$ cat config.mk
export PLATFORM = sky130hd
export DESIGN_NAME = instr_sequencer
export DESIGN_NICKNAME = d
export VERILOG_FILES = /design/src/rtl/iseq_pkg.sv /design/src/rtl/iseq_rst_sync.sv /design/src/rtl/iseq_next.sv /design/src/rtl/iseq_opdec.sv /design/src/rtl/instr_sequencer.sv
export SDC_FILE = /design/constraint.sdc
export NUM_CORES = 1
export LEC_CHECK = 0
export ABC_CLOCK_PERIOD_IN_PS = 800
export BUFFER_PORTS_ARGS = -buffer_cell sky130_fd_sc_hd__buf_4
export CAP_MARGIN = 20
export CORE_AREA = 2 2 39 41
export DETAILED_ROUTE_END_ITERATION = 12
export DIE_AREA = 0 0 41 43
export GPL_TIMING_DRIVEN = 0
export SLEW_MARGIN = 10
export SYNTH_ARGS = -nofsm -noshare
export SYNTH_HDL_FRONTEND = slang
export SYNTH_SLANG_ARGS = --single-unit
$ cat constraint.sdc
create_clock -name clk -period 0.8 [get_ports clk]
set_clock_uncertainty 0.05 [all_clocks]
set_input_delay 0.16 -clock clk [delete_from_list [all_inputs] [get_ports clk]]
set_output_delay 0.16 -clock clk [all_outputs]
set_load 0.02 [all_outputs]
$ cat src/rtl/iseq_pkg.sv
package iseq_pkg;

  localparam int unsigned INSTR_W = 3;
  localparam int unsigned OP_W    = 4;

  typedef enum logic [3:0] {
    ST_DECODE = 4'd0,
    ST_LOAD   = 4'd1,
    ST_XFER   = 4'd2,
    ST_AND    = 4'd3,
    ST_OR     = 4'd4,
    ST_ADD    = 4'd5,
    ST_SUB    = 4'd6,
    ST_SHR    = 4'd7,
    ST_OUT    = 4'd8
  } seq_state_t;

  localparam logic [OP_W-1:0] OP_IDLE = 4'd0;
  localparam logic [OP_W-1:0] OP_LOAD = 4'd1;
  localparam logic [OP_W-1:0] OP_XFER = 4'd2;
  localparam logic [OP_W-1:0] OP_AND  = 4'd3;
  localparam logic [OP_W-1:0] OP_OR   = 4'd4;
  localparam logic [OP_W-1:0] OP_ADD  = 4'd5;
  localparam logic [OP_W-1:0] OP_NEG  = 4'd6;
  localparam logic [OP_W-1:0] OP_SHR  = 4'd7;
  localparam logic [OP_W-1:0] OP_OUT  = 4'd8;

endpackage

$ cat src/rtl/iseq_rst_sync.sv
module iseq_rst_sync #(
  parameter int unsigned STAGES = 2
) (
  input  logic clk,
  input  logic rst_n,
  output logic rst_sync_n
);

  localparam int unsigned NS = (STAGES < 2) ? 2 : STAGES;

  logic [NS-1:0] chain_q;

  // Assertion is immediate; release walks through the chain.
  always_ff @(posedge clk or negedge rst_n) begin
    if (!rst_n) begin
      chain_q <= '0;
    end else begin
      chain_q <= {chain_q[NS-2:0], 1'b1};
    end
  end

  assign rst_sync_n = chain_q[NS-1];

endmodule

$ cat src/rtl/iseq_next.sv
module iseq_next
  import iseq_pkg::*;
(
  input  seq_state_t         state_q,
  input  logic               start,
  input  logic               gate_blk,
  input  logic [INSTR_W-1:0] instr,
  output seq_state_t         state_nxt,
  output logic               done_nxt
);

  always_comb begin
    state_nxt = state_q;
    done_nxt  = 1'b0;
    unique case (state_q)
      ST_DECODE: begin
        done_nxt = 1'b0;
        if (start && !gate_blk) begin
          unique case (instr)
            3'd0: state_nxt = ST_LOAD;
            3'd1: state_nxt = ST_XFER;
            3'd2: state_nxt = ST_AND;
            3'd3: state_nxt = ST_OR;
            3'd4: state_nxt = ST_ADD;
            3'd5: state_nxt = ST_SUB;
            3'd6: state_nxt = ST_SHR;
            default: state_nxt = ST_OUT;
          endcase
        end
      end
      ST_SUB: begin
        // Negate cycle, then fall into the shared add state.
        state_nxt = ST_ADD;
        done_nxt  = 1'b0;
      end
      ST_LOAD, ST_XFER, ST_AND, ST_OR, ST_ADD, ST_SHR, ST_OUT: begin
        state_nxt = ST_DECODE;
        done_nxt  = 1'b1;
      end
      default: begin
        state_nxt = ST_DECODE;
        done_nxt  = 1'b0;
      end
    endcase
  end

endmodule

$ cat src/rtl/iseq_opdec.sv
module iseq_opdec
  import iseq_pkg::*;
(
  input  seq_state_t        state_q,
  output logic [OP_W-1:0]   dp_op
);

  always_comb begin
    unique case (state_q)
      ST_LOAD: dp_op = OP_LOAD;
      ST_XFER: dp_op = OP_XFER;
      ST_AND:  dp_op = OP_AND;
      ST_OR:   dp_op = OP_OR;
      ST_ADD:  dp_op = OP_ADD;
      ST_SUB:  dp_op = OP_NEG;
      ST_SHR:  dp_op = OP_SHR;
      ST_OUT:  dp_op = OP_OUT;
      default: dp_op = OP_IDLE;
    endcase
  end

endmodule

$ cat src/rtl/instr_sequencer.sv
module instr_sequencer
  import iseq_pkg::*;
#(
  parameter int unsigned SYNC_STAGES = 2,
  parameter int unsigned DEST_W      = 2,
  parameter int unsigned GATE_BIT    = 1
) (
  input  logic                clk,
  input  logic                rst_n,
  input  logic                start,
  input  logic [INSTR_W-1:0]  instr,
  input  logic [DEST_W-1:0]   dest,
  output logic [OP_W-1:0]     dp_op,
  output logic                done
);

  logic       rst_sync_n;
  seq_state_t state_q;
  seq_state_t state_nxt;
  logic       done_q;
  logic       done_nxt;
  logic       done_en;

  iseq_rst_sync #(.STAGES(SYNC_STAGES)) u_rst (
    .clk        (clk),
    .rst_n      (rst_n),
    .rst_sync_n (rst_sync_n)
  );

  iseq_next u_next (
    .state_q   (state_q),
    .start     (start),
    .gate_blk  (dest[GATE_BIT]),
    .instr     (instr),
    .state_nxt (state_nxt),
    .done_nxt  (done_nxt)
  );

  // Flag register only toggles when its next value differs.
  assign done_en = (done_nxt != done_q);

  always_ff @(posedge clk or negedge rst_sync_n) begin
    if (!rst_sync_n) begin
      state_q <= ST_DECODE;
    end else begin
      state_q <= state_nxt;
    end
  end

  always_ff @(posedge clk or negedge rst_sync_n) begin
    if (!rst_sync_n) begin
      done_q <= 1'b0;
    end else if (done_en) begin
      done_q <= done_nxt;
    end
  end

  iseq_opdec u_dec (
    .state_q (state_q),
    .dp_op   (dp_op)
  );

  assign done = done_q;

endmodule

Word-level counts from Yosys, hierarchy flattened --
Memory sizes are Yosys's and may differ from the RTL's. Index checks and enable logic that the tools add are counted.
Storage, ports and cells: register bits after elaboration 7, bits in read-only memories 64, input port bits 8, word-level logic and storage cells 29, memories 1
Operators by class: equality and inequality tests 16, multiplexer cells 4, reduce and logical (&&, ||, !) cells 5
Memories:
- (no name shown) | words 16, bits a word 4, read ports 1, clocked after memory_dff 0, write ports 0, line iseq_opdec.sv:9 | unique case (state_q)
Operators by type and width (number):
- 4-bit one-hot mux with 7 select lines | 1
- 4-bit by 3-bit equality test with 1-bit output (second input constant) | 4
- 3-bit equality test (second input constant) | 3
- 4-bit by 2-bit equality test with 1-bit output (second input constant) | 2
- 4-bit one-hot mux with 2 select lines | 1
- 7-bit OR reduction | 1
- 3-bit by 2-bit equality test with 1-bit output (second input constant) | 2
- 4-bit by 1-bit equality test with 1-bit output (second input constant) | 1
- 4-bit equality test (second input constant) | 1
- 4-bit logical NOT | 1
- 4-bit two-way mux | 1
- 3-bit by 1-bit equality test with 1-bit output (second input constant) | 1
- 3-bit logical NOT | 1
- 2-bit by 1-bit != test with 1-bit output (second input constant) | 1
- 1-bit logical AND | 1
- 1-bit logical NOT | 1
- 1-bit two-way mux | 1
- 1-bit != test | 1

Depth between registers and ports, before layout --
depth after elaboration 4, depth in mapped cells 3

Modules after synthesis --
From an unflattened synthesis, not the netlist that was laid out.
Second synthesis, totals: cells, all modules 32, area total of the unflattened synthesis 332.8 sq um
By module, submodules not included:
- instr_sequencer | times used 1, cells an instance 6, area an instance 128.9 sq um, sequential area each 125.1 sq um
- iseq_next | times used 1, cells an instance 19, area an instance 116.4 sq um, sequential area each 0.0 sq um
- iseq_rst_sync | times used 1, cells an instance 3, area an instance 53.8 sq um, sequential area each 50.0 sq um
- iseq_opdec | times used 1, cells an instance 4, area an instance 33.8 sq um, sequential area each 0.0 sq um

Worst setup path before layout --
Ideal clock, no wire load.
path type reg-to-output, from register state_q[1], to output dp_op[3], arrival 1.240 ns, data required time 0.590 ns, path slack -0.650 ns, cell stages (with the launch flop) 2, path buffers 0, cells stage by stage dfrtp_1 -> nor4b_1
On the way: word-level cells in the longest chain between the ends 1
Ends and longest elaborated chain:
- start, declared | line instr_sequencer.sv:18 | seq_state_t state_q;
- start signal, assigned | line instr_sequencer.sv:46 | state_q <= state_nxt;
- memory 16 x 4 bit
- end, declared | line instr_sequencer.sv:13 | output logic [OP_W-1:0] dp_op,
No other way between the ends.

Final worst setup path --
Ends and elaborated chain as after synthesis.

==> run metrics <==
unrepaired setup endpoints after global routing=true; Synthesized Nets=39; final WL=731 um; initial core utilization=24.0%; via count=314; Reg clk slew, reported paths=0.05 ns; CTS Buffer Depth=2; WP data required=0.59 ns; Mapped Cells=31; reg2reg start=state_q[2]; post-synth cell types=20; failing checks=setup timing; htree depth=1; Final min period=1.31 ns; worst min path class=flop to async pin; fin cells=72; CTS Root Cell=clkbuf_4; All-Layer GR Usage=10.6%; Final setup viols=10; share of cells above drive strength 1=64.3%; die area=1760 sq um; TritonCTS clock tree=done; Final #Nets=65; Arrival @ worst endpoint=1.10 ns; Ports=13; Final Cycle Share=164%; worst skew pair latency=0.25 ns; placed cell count=58; WL/cell=10.2 um; Setup crit end kind=output pin; Reg2Reg Depth=4; Die H=43 um; R2R setup slack=-0.42 ns; Crit Path Class=flop to output pin; 1st-iter DRT viols=1; post-synthesis register bit count=7; DR DRC count=0; register area share after synthesis=52.8%; DP HPWL=503 um; vias per cell=4.36; worst vdd ir=486 uV; Max-Cap Viols=0; Pleak=0.277 nW; worst reg2reg path endpoint=state_q[1]; Fmax=762 MHz; mean post-synth cell area=10.7 sq um; vias in the first global route=325; GRT Residual Overflow=0; Setup TNS=-3.88 ns; Die Span X=41 um; TritonCTS Buffers=3; Post-Syn Area=332 sq um; Setup WS post-layout=-0.512 ns; Final Hold Fails=0; CTS sink count=7; P per Cell Area=1530 nW/um^2; yosys warns=0; remaining antenna violation count=0; DR pass1 iterations=2; Std-Cell Rows=14; Final GP Congestion=0.614; status=complete, but fails checks; largest net degree at the start of global routing=7; CP max FO=2; initial antenna violation count=0; CORE AREA=1380 sq um; I/O Buffers=11; synthesis-to-finish area growth=83.4%; Worst Setup Start Kind=flop; antenna cells=0; Final Max Slew Viols=0; first-pass GRT wire length=1220 um
cell usage after synthesis:
library cell / instances / area, sq um
a21boi_1: 1 / 7.51
xnor2_1: 1 / 8.76
nand2_1: 2 / 7.51
nor4b_4: 1 / 23.8
nand3_1: 1 / 5.00
nand2_2: 1 / 6.26
dfrtp_1: 7 / 175
and2b_1: 1 / 7.51
conb_1: 1 / 3.75
a21oi_1: 1 / 5.00
nor2_1: 4 / 15.0
nand3b_1: 1 / 7.51
o22ai_1: 1 / 6.26
nor3b_1: 1 / 7.51
inv_1: 1 / 3.75
nor4b_1: 1 / 8.76
nand2b_1: 1 / 6.26
nor2b_1: 2 / 12.5
o21ai_1: 1 / 5.00
xor2_1: 1 / 8.76
sequential cells by signal (all words and copies together) (netlist names):
name           count
state_q            4
u_rst.chain_q      2
done               1
cells in the final DEF, fill, tap and decap left out, drive strengths merged, types with 2 or more instances in the layout:
| cell type | netlist | routed |
|---|---|---|
| buf | 0 | 20 |
| dfrtp | 7 | 7 |
| nor2 | 4 | 4 |
| clkbuf | 0 | 4 |
| nand2 | 3 | 3 |
| nor4b | 2 | 2 |
| nor2b | 2 | 2 |
stage by stage:
stage / hold WS [ns] / total power [W] / setup slack (ns) / util, % / area [sq um]
2_1_floorplan: -0.186 / 0.000491 / -0.260 / - / 359
3_3_place_gp: -0.108 / 0.000557 / -0.307 / 33.4 / 462
3_5_place_dp: -0.106 / 0.000560 / -0.319 / 33.4 / 462
4_1_cts: 0.0325 / 0.000926 / -0.533 / 40.7 / 563
5_1_grt: 0.0509 / 0.000999 / -0.569 / 43.9 / 608
6_report: 0.0236 / 0.000931 / -0.512 / 43.9 / 608
cell families after synthesis:
logic type	after synthesis	synth area share, %
buffers and inverters	1	1.13
xor gates and xnor gates	2	5.28
AOI/OAI and AO/OA	4	7.17
and+or+nand+nor	16	32.5
DFF	7	52.8
other	1	1.13
metal layers:
| metal | GRT usage, % | vias to the layer above | wire length [um] |
|---|---|---|---|
| met2 | 17.5 | 10 | 439 |
| met3 | 3.14 | 0 | 43 |
| met1 | 9.27 | 152 | 249 |
| li1 | - | 152 | - |
| met4 | 10.0 | 0 | 0 |
| met5 | 0 | - | 0 |
cell type report:
cell class | count | area (sq um)
inverters | 1 | 3.75
multi-input cells | 23 | 203
repair buffers | 21 | 175
clock buffers | 4 | 26.3
flip-flops and latches | 7 | 180
well taps | 16 | 20.0
fillers | 147 | 776
critical path: stages (launching register included):
cell and delay, ns:
dfrtp_2 0.42, nor4b_4 0.26, buf_4 0.17
worst max path at each step:
stage	from	endpoint	slack, ns
after global routing	state_q[1]	dp_op[3]	-0.57
final	state_q[1]	dp_op[3]	-0.51
after floorplan	state_q[2]	dp_op[3]	-0.26
after CTS	state_q[1]	dp_op[3]	-0.53
after detailed placement	state_q[2]	dp_op[3]	-0.32
after global placement	state_q[2]	state_q[2]	-0.31
timing repair:
item                       CTS  global route
hold endpoints to repair     2             0
pin swaps                    1             2
hold buffers                 1             0
resized for setup            6             5
setup endpoints to repair   10            10
setup buffers                6             3
gates cloned                 0             0
report_power, final:
part | total (W) | switching, W | internal [W]
logic | 0.000214 | 0.0000920 | 0.000122
clock network | 0.000313 | 0.000123 | 0.000190
registers | 0.000403 | 0.0000238 | 0.000379
(Power assumes the default switching activity.)
